[src/rtl/ctu_pkg.sv]
package ctu_pkg;
  typedef struct packed {
    logic loadCount;
    logic advance;
    logic loadCompare;
    logic setPend;
    logic clrPend;
  } ctuStrobes_t;
endpackage

[src/rtl/ctu_ctrl.sv]
module ctu_ctrl
  import ctu_pkg::*;
(
  input  logic        clk,
  input  logic        rst_n,
  input  logic        tickEn,
  input  logic        holdCount,
  input  logic        wrCount,
  input  logic        wrCompare,
  input  logic        matchNext,
  output ctuStrobes_t stb
);
  always_comb begin
    stb.loadCount   = wrCount;
    stb.advance     = tickEn && !holdCount && !wrCount;
    stb.loadCompare = wrCompare;
    stb.clrPend     = wrCompare;
    stb.setPend     = tickEn && !holdCount && !wrCount && matchNext && !wrCompare;
  end

  // a clear request and a set request are never issued together
  assert_clear_wins_R8: assert property (@(posedge clk) disable iff (!rst_n)
    stb.clrPend |-> !stb.setPend);
endmodule

[src/rtl/ctu_datapath.sv]
module ctu_datapath
  import ctu_pkg::*;
#(
  parameter int          WIDTH       = 32,
  parameter logic [31:0] RESET_COUNT = 32'd1
) (
  input  logic             clk,
  input  logic             rst_n,
  input  ctuStrobes_t      stb,
  input  logic [WIDTH-1:0] wrData,
  output logic [WIDTH-1:0] countQ,
  output logic [WIDTH-1:0] compareQ,
  output logic             pendQ,
  output logic             matchNext
);
  logic [WIDTH-1:0] nextCount;

  assign nextCount = countQ + WIDTH'(1);
  assign matchNext = (nextCount == compareQ);

  always_ff @(posedge clk) begin
    if (!rst_n) begin
      countQ   <= WIDTH'(RESET_COUNT);
      compareQ <= '0;
      pendQ    <= 1'b0;
    end else begin
      if (stb.loadCount)        countQ <= wrData;
      else if (stb.advance)     countQ <= nextCount;
      if (stb.loadCompare)      compareQ <= wrData;
      if (stb.clrPend)          pendQ <= 1'b0;
      else if (stb.setPend)     pendQ <= 1'b1;
    end
  end

  assert_load_count_R4: assert property (@(posedge clk) disable iff (!rst_n)
    stb.loadCount |=> countQ == $past(wrData));
  assert_hold_count_R3: assert property (@(posedge clk) disable iff (!rst_n)
    (!stb.loadCount && !stb.advance) |=> $stable(countQ));
  assert_clear_pend_R8: assert property (@(posedge clk) disable iff (!rst_n)
    stb.clrPend |=> !pendQ);
  assert_sticky_pend_R8: assert property (@(posedge clk) disable iff (!rst_n)
    (pendQ && !stb.clrPend) |=> pendQ);
  assert_wrap_R11: assert property (@(posedge clk) disable iff (!rst_n)
    (stb.advance && !stb.loadCount && countQ == '1) |=> countQ == '0);
endmodule

[src/rtl/ctu_route.sv]
module ctu_route #(
  parameter int NUM_LINES = 8,
  localparam int SEL_W = $clog2(NUM_LINES)
) (
  input  logic                 clk,
  input  logic                 rst_n,
  input  logic                 pend,
  input  logic [SEL_W-1:0]     lineSel,
  output logic [NUM_LINES-1:0] irqLines
);
  for (genvar i = 0; i < NUM_LINES; i++) begin : g_line
    assign irqLines[i] = pend && (lineSel == SEL_W'(i));
  end

  assert_single_line_R9: assert property (@(posedge clk) disable iff (!rst_n)
    $onehot0(irqLines));
  assert_line_follows_R9: assert property (@(posedge clk) disable iff (!rst_n)
    ($countones(irqLines) == 1) == pend);
endmodule

[src/rtl/cmp_timer_unit.sv]
module cmp_timer_unit
  import ctu_pkg::*;
#(
  parameter int WIDTH      = 32,
  parameter int NUM_LINES  = 8,
  parameter bit HAS_STATUS = 1'b1,
  localparam int SEL_W = $clog2(NUM_LINES)
) (
  input  logic                 clk,
  input  logic                 rst_n,
  input  logic                 tickEn,
  input  logic                 holdCount,
  input  logic                 wrCount,
  input  logic                 wrCompare,
  input  logic [WIDTH-1:0]     wrData,
  input  logic [SEL_W-1:0]     lineSel,
  output logic [WIDTH-1:0]     countOut,
  output logic [WIDTH-1:0]     compareOut,
  output logic                 timerPending,
  output logic [NUM_LINES-1:0] irqLines
);
  ctuStrobes_t stb;
  logic        matchNext;
  logic        pendQ;

  ctu_ctrl u_ctrl (
    .clk(clk), .rst_n(rst_n), .tickEn(tickEn), .holdCount(holdCount),
    .wrCount(wrCount), .wrCompare(wrCompare), .matchNext(matchNext), .stb(stb)
  );

  ctu_datapath #(.WIDTH(WIDTH)) u_dp (
    .clk(clk), .rst_n(rst_n), .stb(stb), .wrData(wrData),
    .countQ(countOut), .compareQ(compareOut), .pendQ(pendQ), .matchNext(matchNext)
  );

  ctu_route #(.NUM_LINES(NUM_LINES)) u_route (
    .clk(clk), .rst_n(rst_n), .pend(pendQ), .lineSel(lineSel), .irqLines(irqLines)
  );

  if (HAS_STATUS) begin : g_status
    assign timerPending = pendQ;
  end else begin : g_nostatus
    assign timerPending = 1'b0;
  end

  // pending only rises after a tick that lands on the compare value
  assert_match_on_tick_R6: assert property (@(posedge clk) disable iff (!rst_n)
    (!pendQ && !wrCompare && (wrCount || !tickEn || holdCount)) |=> !pendQ);
  assert_freeze_R3: assert property (@(posedge clk) disable iff (!rst_n)
    (holdCount && !wrCount) |=> countOut == $past(countOut));
endmodule

[config.mk]
export PLATFORM = sky130hd
export DESIGN_NAME = cmp_timer_unit
export DESIGN_NICKNAME = d
export VERILOG_FILES = /design/src/rtl/ctu_pkg.sv /design/src/rtl/ctu_ctrl.sv /design/src/rtl/ctu_datapath.sv /design/src/rtl/ctu_route.sv /design/src/rtl/cmp_timer_unit.sv
export SDC_FILE = /design/constraint.sdc
export NUM_CORES = 1
export LEC_CHECK = 0
export CELL_PAD_IN_SITES_DETAIL_PLACEMENT = 0
export CELL_PAD_IN_SITES_GLOBAL_PLACEMENT = 1
export CORE_MARGIN = 10
export CORE_UTILIZATION = 45
export CTS_BUF_LIST = sky130_fd_sc_hd__clkbuf_8 sky130_fd_sc_hd__clkbuf_16
export DETAILED_ROUTE_END_ITERATION = 10
export DONT_BUFFER_PORTS = 1
export GPL_TIMING_DRIVEN = 0
export HOLD_SLACK_MARGIN = 0.15
export PLACE_DENSITY_LB_ADDON = 0.08
export SYNTH_ARGS = -nofsm -noshare
export SYNTH_HDL_FRONTEND = slang
export SYNTH_SLANG_ARGS = --single-unit
[constraint.sdc]
create_clock -name clk -period 5.5 [get_ports clk]
set_clock_uncertainty 0.2 [all_clocks]
set_input_delay 1.1 -clock clk [delete_from_list [all_inputs] [get_ports clk]]
set_output_delay 1.1 -clock clk [all_outputs]
set_load 0.02 [all_outputs]
# After elaboration in Yosys (flattened, before gate mapping)
# Index checks and enable logic that the tools add are counted.
# word_totals
regBits,65
out_inout_bits,73
word_cells,33
# classes
add_sub_neg,1
eq_ne,8
mux,2
bitwise_logic,1
reduce_logical,18
# ops
op,count
$mux W32,2
$add A32 B1 Y32 const B,1
$eq A32 B32 Y1,1
$eq A3 B3 Y1 const B,4
$logic_and A1 B1 Y1,12
$eq A3 B2 Y1 const B,2
$eq A3 B1 Y1 const B,1
$logic_not A1 Y1,3
$logic_not A3 Y1,1
$reduce_bool A2 Y1,1
$reduce_or A2 Y1,1
$not A1 Y1,1

# Longest topological paths before layout
# Gate-level depths: netlist of run 1.
# depth
depth_word,5
depth_mapped,9
mapped_depth_nobuf,8

# Hierarchy
# A second synthesis of run 1 with hierarchy kept.
# unflattened
hier_cells,490
hier_area_um2,4169.0
# modules_own_cells
module,instances,cells_each,area_per_inst_um2,seq_area_each_um2
ctu_datapath,1,477,4028.9,1301.2
ctu_route,1,8,96.3,0.0
ctu_ctrl,1,5,43.8,0.0

# Worst setup path before layout of run 1
# No wires, ideal clock.
# synth_timing
kind,in2out
startpoint,input lineSel[1]
endpoint,output irqLines[0]
arrival_ps,1740
t_required_ps,4200
path_slack_ps,2460
cell_stages,2
n_path_buf,0
cell_sequence,nand2b_1 > nor3_1
# synth_between
elab_chain_cells,2
# synth_rtl
item,line_no,rtl
from (decl),cmp_timer_unit.sv:16,"input logic [SEL_W-1:0] lineSel,"
$logic_not A3 Y1,ctu_route.sv:12,assign irqLines[i] = pend && (lineSel == SEL_W'(i));
$logic_and A1 B1 Y1,ctu_route.sv:12,
to (decl),cmp_timer_unit.sv:20,output logic [NUM_LINES-1:0] irqLines
# Every way passes these cells.

# Worst setup path after layout of run 1
# layout_timing
startpoint,register u_dp.countQ[0]
endpoint,register u_dp.pendQ
# layout_between
elab_chain_cells,4
# layout_rtl
item,line_no,rtl
from (decl),ctu_datapath.sv:11,"output logic [WIDTH-1:0] countQ,"
from (signal assigned),ctu_datapath.sv:23,countQ <= WIDTH'(RESET_COUNT);
from (signal assigned),ctu_datapath.sv:27,if (stb.loadCount) countQ <= wrData;
from (signal assigned),ctu_datapath.sv:28,else if (stb.advance) countQ <= nextCount;
$add A32 B1 Y32,ctu_datapath.sv:18,assign nextCount = countQ + WIDTH'(1);
$eq A32 B32 Y1,ctu_datapath.sv:19,assign matchNext = (nextCount == compareQ);
$logic_and A1 B1 Y1 (2 in series),ctu_ctrl.sv:18,stb.setPend = tickEn && !holdCount && !wrCount && matchNext && !wrCompare;
to (signal assigned),ctu_datapath.sv:25,pendQ <= 1'b0;
to (signal assigned),ctu_datapath.sv:30,if (stb.clrPend) pendQ <= 1'b0;
to (signal assigned),ctu_datapath.sv:31,else if (stb.setPend) pendQ <= 1'b1;
to (decl),ctu_datapath.sv:13,"output logic pendQ,"
# Every way passes these cells.
# A chain may end at the register's enable or synchronous reset.

==> metrics.yaml, run 1 <==
clock.fmax_mhz: 275.9
dominant_combinational_cell_family_by_area_after_synthesis: "simple AND/OR/NAND/NOR gates"
synth_nets: 531
layout-area-overhead-vs-synth_pct: 7.668
ctsRootBufferMaster: "sky130_fd_sc_hd__clkbuf_8"
status: "complete, no violations"
wl_per_cell_um: 19.78
globalRouteOverflowTotal: 0
antenna_left: 0
worst-endpoint-required_ps: 5590
critical_path_class: "flip-flop to flip-flop"
slew_viol_final: 0
layout.cells.most_common: "sky130_fd_sc_hd__dfxtp_1"
synth-edff-count: 0
cp_cell_sequence: "ha_1, nand4_1, nor4_2, nand2_1, o22ai_1, nand3_1, nor4_1, a31o_1"
arrival_time_at_the_worst_endpoint_ps: 3720
detailed_place_hpwl_mm: 9.504
synth_cell_type_count: 47
die_h_um: 114.6
ys_seq_elements: 65
rows: 34
drt_iter0_drc: 190
hold_path_class: "flip-flop to flip-flop"
power.static_leakage_nw: 1.591
post_synth_and_or_nand_nor_area_fraction: 0.3095
cts.htree.levels: 3
antenna_cells: 0
vias: 3398
nets: 542
avgViaCountPerCell: 5.543
drv.max_cap_violation_count: 0
floorplan.io_pins: 114
ys.flop_type: "sky130_fd_sc_hd__dfxtp_1"
post_cts_hold_buffer_count: 0
cts_setup_buffers: 0
peakVddDrop_uv: 155.1
post_synth_xor_area_fraction: 0.1673
rsz0062_at_grt: "false"
synth_top_cell_by_area: "sky130_fd_sc_hd__dfxtp_1"
drive_gt1_frac: 0.05347
timing_worst_slew_pin_value_ps: 857.9
floorplan.die_area_um2: 13140
min_period_over_period: 0.6591
port-buffer-count: 0
grt_max_degree: 11
groute.usage.overall: 0.1813
worst_skew_pair.late_latency_ps: 350
p_per_area_nw_per_um2: 255.0
final.setup.tns_ps: 0
synth_warnings: 0
critical_path_capture_point_type: "flip-flop"
synth_top_cells_by_area: "sky130_fd_sc_hd__dfxtp_1, sky130_fd_sc_hd__xnor2_1, sky130_fd_sc_hd__mux2i_1"
synth_compound_gate_area_share: 0.07855
report.final.hold_viol_count: 0
final_setup_viols: 0
clock_sink_count: 65
synthesis.instances: 489
slowest_cell_on_the_critical_path: "sky130_fd_sc_hd__nor4_2"
synth_largest_type_area_fraction: 0.3229
critical-path-max-stage-delay_ps: 640
synth_mux_area_frac: 0.08724
mappedNetlistArea_um2: 4030
antenna_found_initial: 0
cts_max_path_buffers: 2
first_pass_iters: 5
routabilityCongestion: 0.8446
most-common-layout-cells: "sky130_fd_sc_hd__dfxtp_1, sky130_fd_sc_hd__nand2_1, sky130_fd_sc_hd__xnor2_1, sky130_fd_sc_hd__and2_1"
seq_area_frac_synth: 0.3229
final-instance-count-excl-fill: 613
tritoncts_clock_tree: "done"
start_util: 0.4621
crit_path_start_kind: "flip-flop"
number_of_buffers_created_by_cts: 9
fp.dieW_um: 114.6
finalWorstPathRequiredPeriod_ps: 3625
critPathMaxFanout: 9
floorplan.core_area_um2: 8721
clk_pin_slew_ps: 70
dpl.cell_count: 597
synth_adder_area_share: 0.003105
routed_wirelength_mm: 12.12
first_global_vias: 3385
drcViolationCount: 0
maxSlewHeadroom: 0.4233
grt_pass1_wl_mm: 18.95
num-fill-cells: 911
average_size_of_a_mapped_cell_um2: 8.242
ys_async_sr_fraction: 0
post_cts_resized: 0
path_delay_family: "simple AND/OR/NAND/NOR gates"
path_buf_inv: 0
[Yosys cell counts (2+ instances only)]
library cell,count
sky130_fd_sc_hd__clkbuf_1,24
sky130_fd_sc_hd__dfxtp_1,65
sky130_fd_sc_hd__nand4_1,13
sky130_fd_sc_hd__xnor2_1,45
sky130_fd_sc_hd__nor4_2,2
sky130_fd_sc_hd__and3_1,5
sky130_fd_sc_hd__and4_1,4
sky130_fd_sc_hd__nand2b_1,4
sky130_fd_sc_hd__or4_1,3
sky130_fd_sc_hd__o21ai_0,31
sky130_fd_sc_hd__o211ai_1,3
sky130_fd_sc_hd__xor2_1,32
sky130_fd_sc_hd__mux2i_1,34
sky130_fd_sc_hd__a31oi_1,3
sky130_fd_sc_hd__nand3_1,18
sky130_fd_sc_hd__o31ai_1,2
sky130_fd_sc_hd__and2_1,36
sky130_fd_sc_hd__nor3_1,11
sky130_fd_sc_hd__nor2b_1,34
sky130_fd_sc_hd__buf_2,5
sky130_fd_sc_hd__nor2_1,20
sky130_fd_sc_hd__nand2_1,61
sky130_fd_sc_hd__inv_1,2
sky130_fd_sc_hd__a21oi_1,3
sky130_fd_sc_hd__nor4_1,7
[routing by layer]
layer  global-route usage  routed length [µm]
met1               0.2311                5265
met4              0.05180                 154
met5                    0                   0
met2               0.2812                5502
met3              0.06342                1201
[cells by family after synthesis]
kind of cell | after synthesis
buffers and inverters | 32
AOI/OAI and AO/OA | 53
DFF | 65
adders and majority gates | 1
and+or+nand+nor | 226
xor gates and xnor gates | 77
muxes | 35
[area by class of cell]
class                   count  area, µm²  share of cell area
plain buffers              30      118.9             0.02739
clock buffers              11      151.4             0.03489
clock inverters             5      22.52            0.005190
inverters                   2      7.507            0.001730
multi-input cells         392       2603              0.5998
flip-flops and latches     65       1301              0.2999
well taps                 108      135.1             0.03114
[path summary, 6_finish.rpt]
| path | from | to | slack, ps | depth (start not counted) |
|---|---|---|---|---|
| setup / recovery | u_dp.countQ[0] | u_dp.pendQ | 1870 | 8 |
| hold / removal | u_dp.compareQ[25] | u_dp.compareQ[25] | 450 | 2 |
| hold reg to reg | u_dp.compareQ[25] | u_dp.compareQ[25] | 450 | 2 |
| setup reg to reg | u_dp.countQ[0] | u_dp.pendQ | 1870 | 8 |
[flip-flops by register name, indices dropped and copies added (netlist names)]
name and cells:
u_dp.compareQ 32, u_dp.countQ 32, u_dp.pendQ 1
[worst reg2reg max path, stage by stage, from the launching register on]
cell and delay [ps]:
sky130_fd_sc_hd__dfxtp_1 620, sky130_fd_sc_hd__ha_1 370, sky130_fd_sc_hd__nand4_1 410, sky130_fd_sc_hd__nor4_2 640, sky130_fd_sc_hd__nand2_1 240, sky130_fd_sc_hd__o22ai_1 300
sky130_fd_sc_hd__nand3_1 120, sky130_fd_sc_hd__nor4_1 480, sky130_fd_sc_hd__a31o_1 200
[power by group]
group	switching (mW)	total, mW	internal, mW
Combinational	0.0884	0.165	0.0769
Clock	0.189	0.371	0.183
Sequential	0.0719	0.570	0.498
[per-stage QoR]
| stage | total power, mW | util | worst slack [ps] | area, µm² | hold slack (ps) |
|---|---|---|---|---|---|
| after global routing | 1.172 | 0.4976 | 1589 | 4339 | 471.1 |
| after detailed placement | 0.7480 | 0.4776 | 1969 | 4165 | 443.5 |
| after floorplan | 0.6999 | - | 2460 | 4030 | 409.5 |
| after global placement | 0.7448 | 0.4776 | 2010 | 4165 | 432.0 |
| after CTS | 1.121 | 0.4976 | 1965 | 4339 | 454.7 |
| final | 1.106 | 0.4976 | 1875 | 4339 | 445.5 |
(Power assumes the default switching activity.)
==> inputs of run 2 (changes only) <==
Settings changed: ABC_AREA from default to 1, CORE_UTILIZATION 45 to 39.
Clock period 5.5 ns to 2.9 ns, I/O delays scaled along.
==> run 2 against run 1 <==
Against the previous run: synthesized cell count grew 47%; via count grew 37%; worst setup slack lost 1700 ps; non-clock buffer count grew 11; sequential cell count is the same; global-route usage grew 2.7 points; synthesized area grew 6.3%; sequential share of layout area shrank 3.1 points; routed wire length grew 38%; critical path depth grew 4; final cell count grew 46%; critical path type unchanged; largest cell class unchanged.
==> metrics.yaml, run 2 <==
ctsRootBufferMaster: "sky130_fd_sc_hd__clkbuf_8"
globalRouteOverflowTotal: 0
worst-endpoint-required_ps: 3010
synth_top_cells_by_area: "sky130_fd_sc_hd__dfxtp_1, sky130_fd_sc_hd__nand2_1, sky130_fd_sc_hd__nor2_1"
hold_path_class: "input port to flip-flop"
ys_seq_elements: 65
power.static_leakage_nw: 2.006
synth_nets: 761
tritoncts_clock_tree: "done"
first_global_vias: 4603
drv.max_cap_violation_count: 0
multiInputGateArea_um2: 2666
floorplan.die_area_um2: 15570
timing_worst_slew_pin_value_ps: 800.0
synthMostInstantiatedCell: "sky130_fd_sc_hd__nand2_1"
port-buffer-count: 0
synthesis.instances: 719
reg2reg_from: "u_dp.countQ[2]"
critical_path_class: "flip-flop to flip-flop"
r2r_setup_slack_ps: 220
maxSlewHeadroom: 0.4666
drt_iter0_drc: 299
clock_sink_count: 65
fp.dieW_um: 124.8
grt_max_degree: 11
nets: 791
slew_viol_final: 0
num-fill-cells: 1188
critical_path_capture_point_type: "flip-flop"
finalWorstPathRequiredPeriod_ps: 2677
antenna_found_initial: 0
hold-worst-slack_ps: 154.2
seq_area_frac_synth: 0.3038
final.setup.tns_ps: 0
rr_worst_depth: 12
number_of_buffers_created_by_cts: 9
arrival_time_at_the_worst_endpoint_ps: 2780
ys_async_sr_fraction: 0
wl_per_cell_um: 18.69
synth_largest_type_area_fraction: 0.3038
dpl.cell_count: 859
mappedNetlistArea_um2: 4283
synth_top_cell_by_area: "sky130_fd_sc_hd__dfxtp_1"
synth_cell_type_count: 29
detailed_place_hpwl_mm: 13.06
clock.fmax_mhz: 373.6
critPathMaxFanout: 8
worst_skew_pair.late_latency_ps: 380
grt_pass1_wl_mm: 25.69
floorplan.core_area_um2: 10790
drive_gt1_frac: 0.06366
drcViolationCount: 0
rsz0062_at_grt: "false"
min_period_over_period: 0.9230
hp_start: "wrData[10]"
status: "complete, no violations"
most-common-layout-cells: "sky130_fd_sc_hd__nand2_1, sky130_fd_sc_hd__nor2_1, sky130_fd_sc_hd__nand3_1, sky130_fd_sc_hd__inv_1, sky130_fd_sc_hd__dfxtp_1"
vias: 4658
worstHoldEndpoint: "u_dp.countQ[10]"
ys_top_cells_by_count: "sky130_fd_sc_hd__nand2_1, sky130_fd_sc_hd__nor2_1, sky130_fd_sc_hd__nand3_1, sky130_fd_sc_hd__dfxtp_1, sky130_fd_sc_hd__inv_1"
ys.flop_type: "sky130_fd_sc_hd__dfxtp_1"
regToRegEndpoint: "u_dp.pendQ"
clk_pin_slew_ps: 80
routabilityCongestion: 0.9274
first_pass_iters: 5
totalPowerFinal_mw: 2.275
register_area_um2: 1309
synth_warnings: 0
peakVddDrop_uv: 233.0
top_regs: "u_dp.compareQ: 32 flops, u_dp.countQ: 32 flops, u_dp.pendQ: 1 flops"
rows: 38
crit_path_start_kind: "flip-flop"
report.final.hold_viol_count: 0
avgViaCountPerCell: 5.210
cts.htree.levels: 3
floorplan.io_pins: 114
average_size_of_a_mapped_cell_um2: 5.957
p_per_area_nw_per_um2: 467.8
layout.cells.most_common: "sky130_fd_sc_hd__nand2_1"
groute.usage.overall: 0.2086
final-instance-count-excl-fill: 894
start_util: 0.3968
synth-edff-count: 0
layout-area-overhead-vs-synth_pct: 13.56
antenna_cells: 0
whs_path_depth: 2
final_setup_viols: 0
routed_wirelength_mm: 16.71
antenna_left: 0
die_h_um: 124.8
cts_max_path_buffers: 2
run 2: cell types whose count changed in the layout (fill, tap and decap cells not counted), sizes merged, moves of 34 or more:
| cell | delta |
|---|---|
| nand2 | +214 |
| nand3 | +51 |
| xnor2 | -43 |
| nor2b | -34 |
| inv | +59 |
| mux2i | -34 |
| and2 | -34 |
| nor2 | +89 |
run 2: metal layers:
layer	vias up	GRT usage	share of wire
met1	2119	0.2481	0.42
li1	2374	-	-
met5	-	0	0
met4	0	0.06032	0.014
met2	148	0.3579	0.49
met3	17	0.05532	0.073
run 2: through the flow:
step | area, µm² | utilization | setup WS (ps)
final | 4863 | 0.4506 | 223.3
after global placement | 4458 | 0.4131 | 116.5
after global routing | 4863 | 0.4506 | 7.539
after CTS | 4856 | 0.4499 | 69.44
after floorplan | 4283 | - | 716.9
after detailed placement | 4458 | 0.4131 | 102.8
run 2: area by class of cell:
cell class	count	share of cell area
sequential	65	0.2691
clock buffer	12	0.03396
inverter	62	0.04785
multi-input combinational	570	0.5482
timing repair buffer	19	0.03910
tap	140	0.03602
clock inverter	4	0.008747
buffer	22	0.01698
run 2: worst max-delay path, cell delays in order (launching register included):
cell and delay (ps):
sky130_fd_sc_hd__dfxtp_1 650, sky130_fd_sc_hd__nand2_2 190, sky130_fd_sc_hd__nor2_8 210, sky130_fd_sc_hd__nand2_4 110
sky130_fd_sc_hd__nor2_2 250, sky130_fd_sc_hd__nand2_1 140, sky130_fd_sc_hd__nand3b_1 110, sky130_fd_sc_hd__nand3_1 70
sky130_fd_sc_hd__nor2_1 180, sky130_fd_sc_hd__nand2_1 110, sky130_fd_sc_hd__nor2_1 110, sky130_fd_sc_hd__nand3_1 120
sky130_fd_sc_hd__a21oi_2 120
run 2: how the worst max path moves through the flow:
| stage | from | depth (start not counted) | end | slack, ps |
|---|---|---|---|---|
| after detailed placement | u_dp.countQ[0] | 13 | u_dp.pendQ | 100 |
| after global routing | u_dp.countQ[8] | 14 | u_dp.pendQ | 8 |
| after floorplan | u_dp.countQ[0] | 15 | u_dp.pendQ | 720 |
| after global placement | u_dp.countQ[0] | 13 | u_dp.pendQ | 120 |
| final | u_dp.countQ[2] | 12 | u_dp.pendQ | 220 |
| after CTS | u_dp.countQ[0] | 13 | u_dp.pendQ | 70 |
run 2: timing repair:
item | 4_1_cts | 5_1_grt
gates resized for setup | 0 | 6
endpoints found under the hold margin | 23 | 0
endpoints found under the setup margin | 0 | 1
buffers inserted | 0 | 0
hold buffers | 19 | 0
run 2: kinds of logic (layout without fill, tap and decap cells):
| group | count (synthesis) | after routing | share of synthesized area |
|---|---|---|---|
| simple gates | 473 | 473 | 0.4788 |
| compound gates | 88 | 88 | 0.1139 |
| buf+inv | 84 | 119 | 0.07362 |
| flops | 65 | 65 | 0.3038 |
| xor+xnor | 8 | 8 | 0.02688 |
| fa+ha+maj | 1 | 1 | 0.002921 |
run 2: where the power goes:
part	total [mW]	internal (mW)	switching (mW)
combinational	0.323	0.122	0.200
sequential	1.11	0.951	0.156
clock	0.845	0.460	0.385
total	2.28	1.53	0.741
==> inputs of run 3 (changes only) <==
Settings changed: SETUP_SLACK_MARGIN from default to 0.5, TNS_END_PERCENT from default to 10.
==> run 3 against run 2 <==
Against the previous run: final cell count rose by 1.7%; critical path depth fell by 9; combinational power rose by 4%; worst setup slack improved by 310 ps; non-clock buffer count rose by 15; sequential share of layout area fell by 0.57 points; hold slack improved by 5.1 ps; sequential cell count did not move; core utilization rose by 3.0 points; die area did not move; critical endpoint is now irqLines[1]; largest power group unchanged.
==> metrics.yaml, run 3 (synthesized netlist as in run 2, its figures left out) <==
clock.fmax_mhz: 423.2
cp_cell_sequence: "inv_1, or2_2, nor2_1"
clk_pin_slew_ps: 80
num-fill-cells: 1161
hp_start: "wrData[26]"
clock_sink_count: 65
cts_max_path_buffers: 2
first_pass_iters: 5
crit_path_start: "u_dp.pendQ"
detailed_place_hpwl_mm: 13.06
cts.htree.levels: 3
worstHoldEndpoint: "u_dp.countQ[26]"
groute.usage.overall: 0.2105
timing_worst_slew_pin_value_ps: 809.1
floorplan.io_pins: 114
status: "complete, no violations"
report.final.hold_viol_count: 0
start_util: 0.3968
hold-worst-slack_ps: 159.3
reg2reg_from: "u_dp.countQ[0]"
p_per_area_nw_per_um2: 441.9
crit_path_start_kind: "flip-flop"
first_global_vias: 4652
ctsRootBufferMaster: "sky130_fd_sc_hd__clkbuf_8"
routed_wirelength_mm: 16.86
floorplan.core_area_um2: 10790
r2r_setup_slack_ps: 560
final_setup_viols: 0
globalRouteOverflowTotal: 0
hold_path_class: "input port to flip-flop"
slowest_cell_on_the_critical_path: "sky130_fd_sc_hd__dfxtp_1"
slew_viol_final: 0
avgViaCountPerCell: 5.202
critPathMaxFanout: 4
grt_max_degree: 11
critical-path-max-stage-delay_ps: 470
rsz0062_at_grt: "true"
whs_path_depth: 2
worst-endpoint-required_ps: 2120
antenna_found_initial: 0
number_of_buffers_created_by_cts: 9
register_area_um2: 1368
multiInputGateArea_um2: 2786
top_regs: "u_dp.compareQ: 32 flops, u_dp.countQ: 32 flops, u_dp.pendQ: 1 flops"
min_period_over_period: 0.8148
maxSlewHeadroom: 0.4606
nets: 806
routabilityCongestion: 0.9274
rr_worst_depth: 15
drt_iter0_drc: 268
final.setup.tns_ps: 0
port-buffer-count: 0
rows: 38
critical_path_class: "flip-flop to primary output"
tritoncts_clock_tree: "done"
regToRegEndpoint: "u_dp.pendQ"
worst_skew_pair.late_latency_ps: 380
power.static_leakage_nw: 2.110
fp.dieW_um: 124.8
antenna_cells: 0
die_h_um: 124.8
drcViolationCount: 0
antenna_left: 0
floorplan.die_area_um2: 15570
wl_per_cell_um: 18.54
most-common-layout-cells: "sky130_fd_sc_hd__nand2_1, sky130_fd_sc_hd__nor2_1, sky130_fd_sc_hd__nand3_1, sky130_fd_sc_hd__inv_1, sky130_fd_sc_hd__dfxtp_1"
grt_pass1_wl_mm: 26.01
drive_gt1_frac: 0.1248
path_delay_family: "simple AND/OR/NAND/NOR gates"
drv.max_cap_violation_count: 0
layout.cells.most_common: "sky130_fd_sc_hd__nand2_1"
finalWorstPathRequiredPeriod_ps: 2363
layout-area-overhead-vs-synth_pct: 21.24
path_buf_inv: 1
vias: 4729
critical_path_capture_point_type: "primary output"
arrival_time_at_the_worst_endpoint_ps: 1580
peakVddDrop_uv: 246.5
==> run 3: cell types whose count changed in the layout (fill, tap and decap cells not counted), moves of 3 or more <==
cell | previous run | this run
sky130_fd_sc_hd__dfxtp_4 | 0 | 13
sky130_fd_sc_hd__nor2_2 | 6 | 9
sky130_fd_sc_hd__buf_4 | 0 | 8
sky130_fd_sc_hd__nor2_1 | 97 | 86
sky130_fd_sc_hd__nand3_2 | 1 | 4
sky130_fd_sc_hd__dfxtp_1 | 59 | 38
sky130_fd_sc_hd__dlygate4sd3_1 | 19 | 24
sky130_fd_sc_hd__dfxtp_2 | 6 | 14
sky130_fd_sc_hd__nand3_1 | 68 | 65
sky130_fd_sc_hd__nor2_4 | 4 | 12
==> run 3: worst max-delay path by stage <==
stage	slack (ps)	to	cells past startpoint
final	540	irqLines[1]	3
after global routing	410	u_dp.pendQ	15
after CTS	510	u_dp.pendQ	12
after detailed placement	100	u_dp.pendQ	13
after global placement	120	u_dp.pendQ	13
after floorplan	720	u_dp.pendQ	15
==> run 3: layout make-up <==
type / count / share of cell area
sequential: 65 / 0.2634
multi-input combinational: 570 / 0.5366
clock inverter: 4 / 0.008193
tap: 140 / 0.03373
inverter: 62 / 0.04482
clock buffer: 12 / 0.03181
timing repair buffer: 34 / 0.06554
buffer: 22 / 0.01590
==> run 3: metal layers <==
metal  part of all wire  global-route usage  up-vias  wire length, µm
met2               0.49              0.3601      116             8274
met1               0.43              0.2496     2180             7197
met4              0.016             0.06374        0              278
met3              0.066             0.05745       21             1105
met5                  0                   0        -                0
li1                   -                   -     2412                -
==> run 3: through the flow <==
step	setup slack (ps)	power, mW	cells	cell area [µm²]	util
2_1_floorplan	716.9	1.320	719	4283	-
3_3_place_gp	116.5	1.422	859	4458	0.4131
3_5_place_dp	102.8	1.429	859	4458	0.4131
4_1_cts	505.1	2.305	904	5047	0.4677
5_1_grt	407.9	2.404	909	5192	0.4811
6_report	537.0	2.295	909	5192	0.4811
==> run 3: repair_timing <==
item / CTS / global route
resized for setup: 38 / 31
pin swaps: 5 / 11
hold buffers: 24 / 0
setup buffers: 5 / 5
endpoints found under the setup margin: 1 / 5
hold endpoints to repair: 31 / 0
==> run 3: where the power goes <==
group | internal, mW | switching (mW) | leakage [nW]
Clock | 0.460 | 0.390 | 0.115
Sequential | 0.949 | 0.158 | 0.552
Combinational | 0.131 | 0.207 | 1.44
==> run 3: worst reg2reg max path, stage by stage, from the launching register on <==
cell and delay, ps:
sky130_fd_sc_hd__dfxtp_4 430, sky130_fd_sc_hd__ha_4 180, sky130_fd_sc_hd__nand2_4 70, sky130_fd_sc_hd__nor2_8 190, sky130_fd_sc_hd__nand2_8 100, sky130_fd_sc_hd__nor2_4 240, sky130_fd_sc_hd__nand2_2 100, sky130_fd_sc_hd__nand2_1 70
sky130_fd_sc_hd__nand2_1 40, sky130_fd_sc_hd__nand2_1 80, sky130_fd_sc_hd__nand2_1 60, sky130_fd_sc_hd__nor2_1 100, sky130_fd_sc_hd__nand2_1 80, sky130_fd_sc_hd__nor2_2 130, sky130_fd_sc_hd__nand3_2 80, sky130_fd_sc_hd__a21oi_2 130
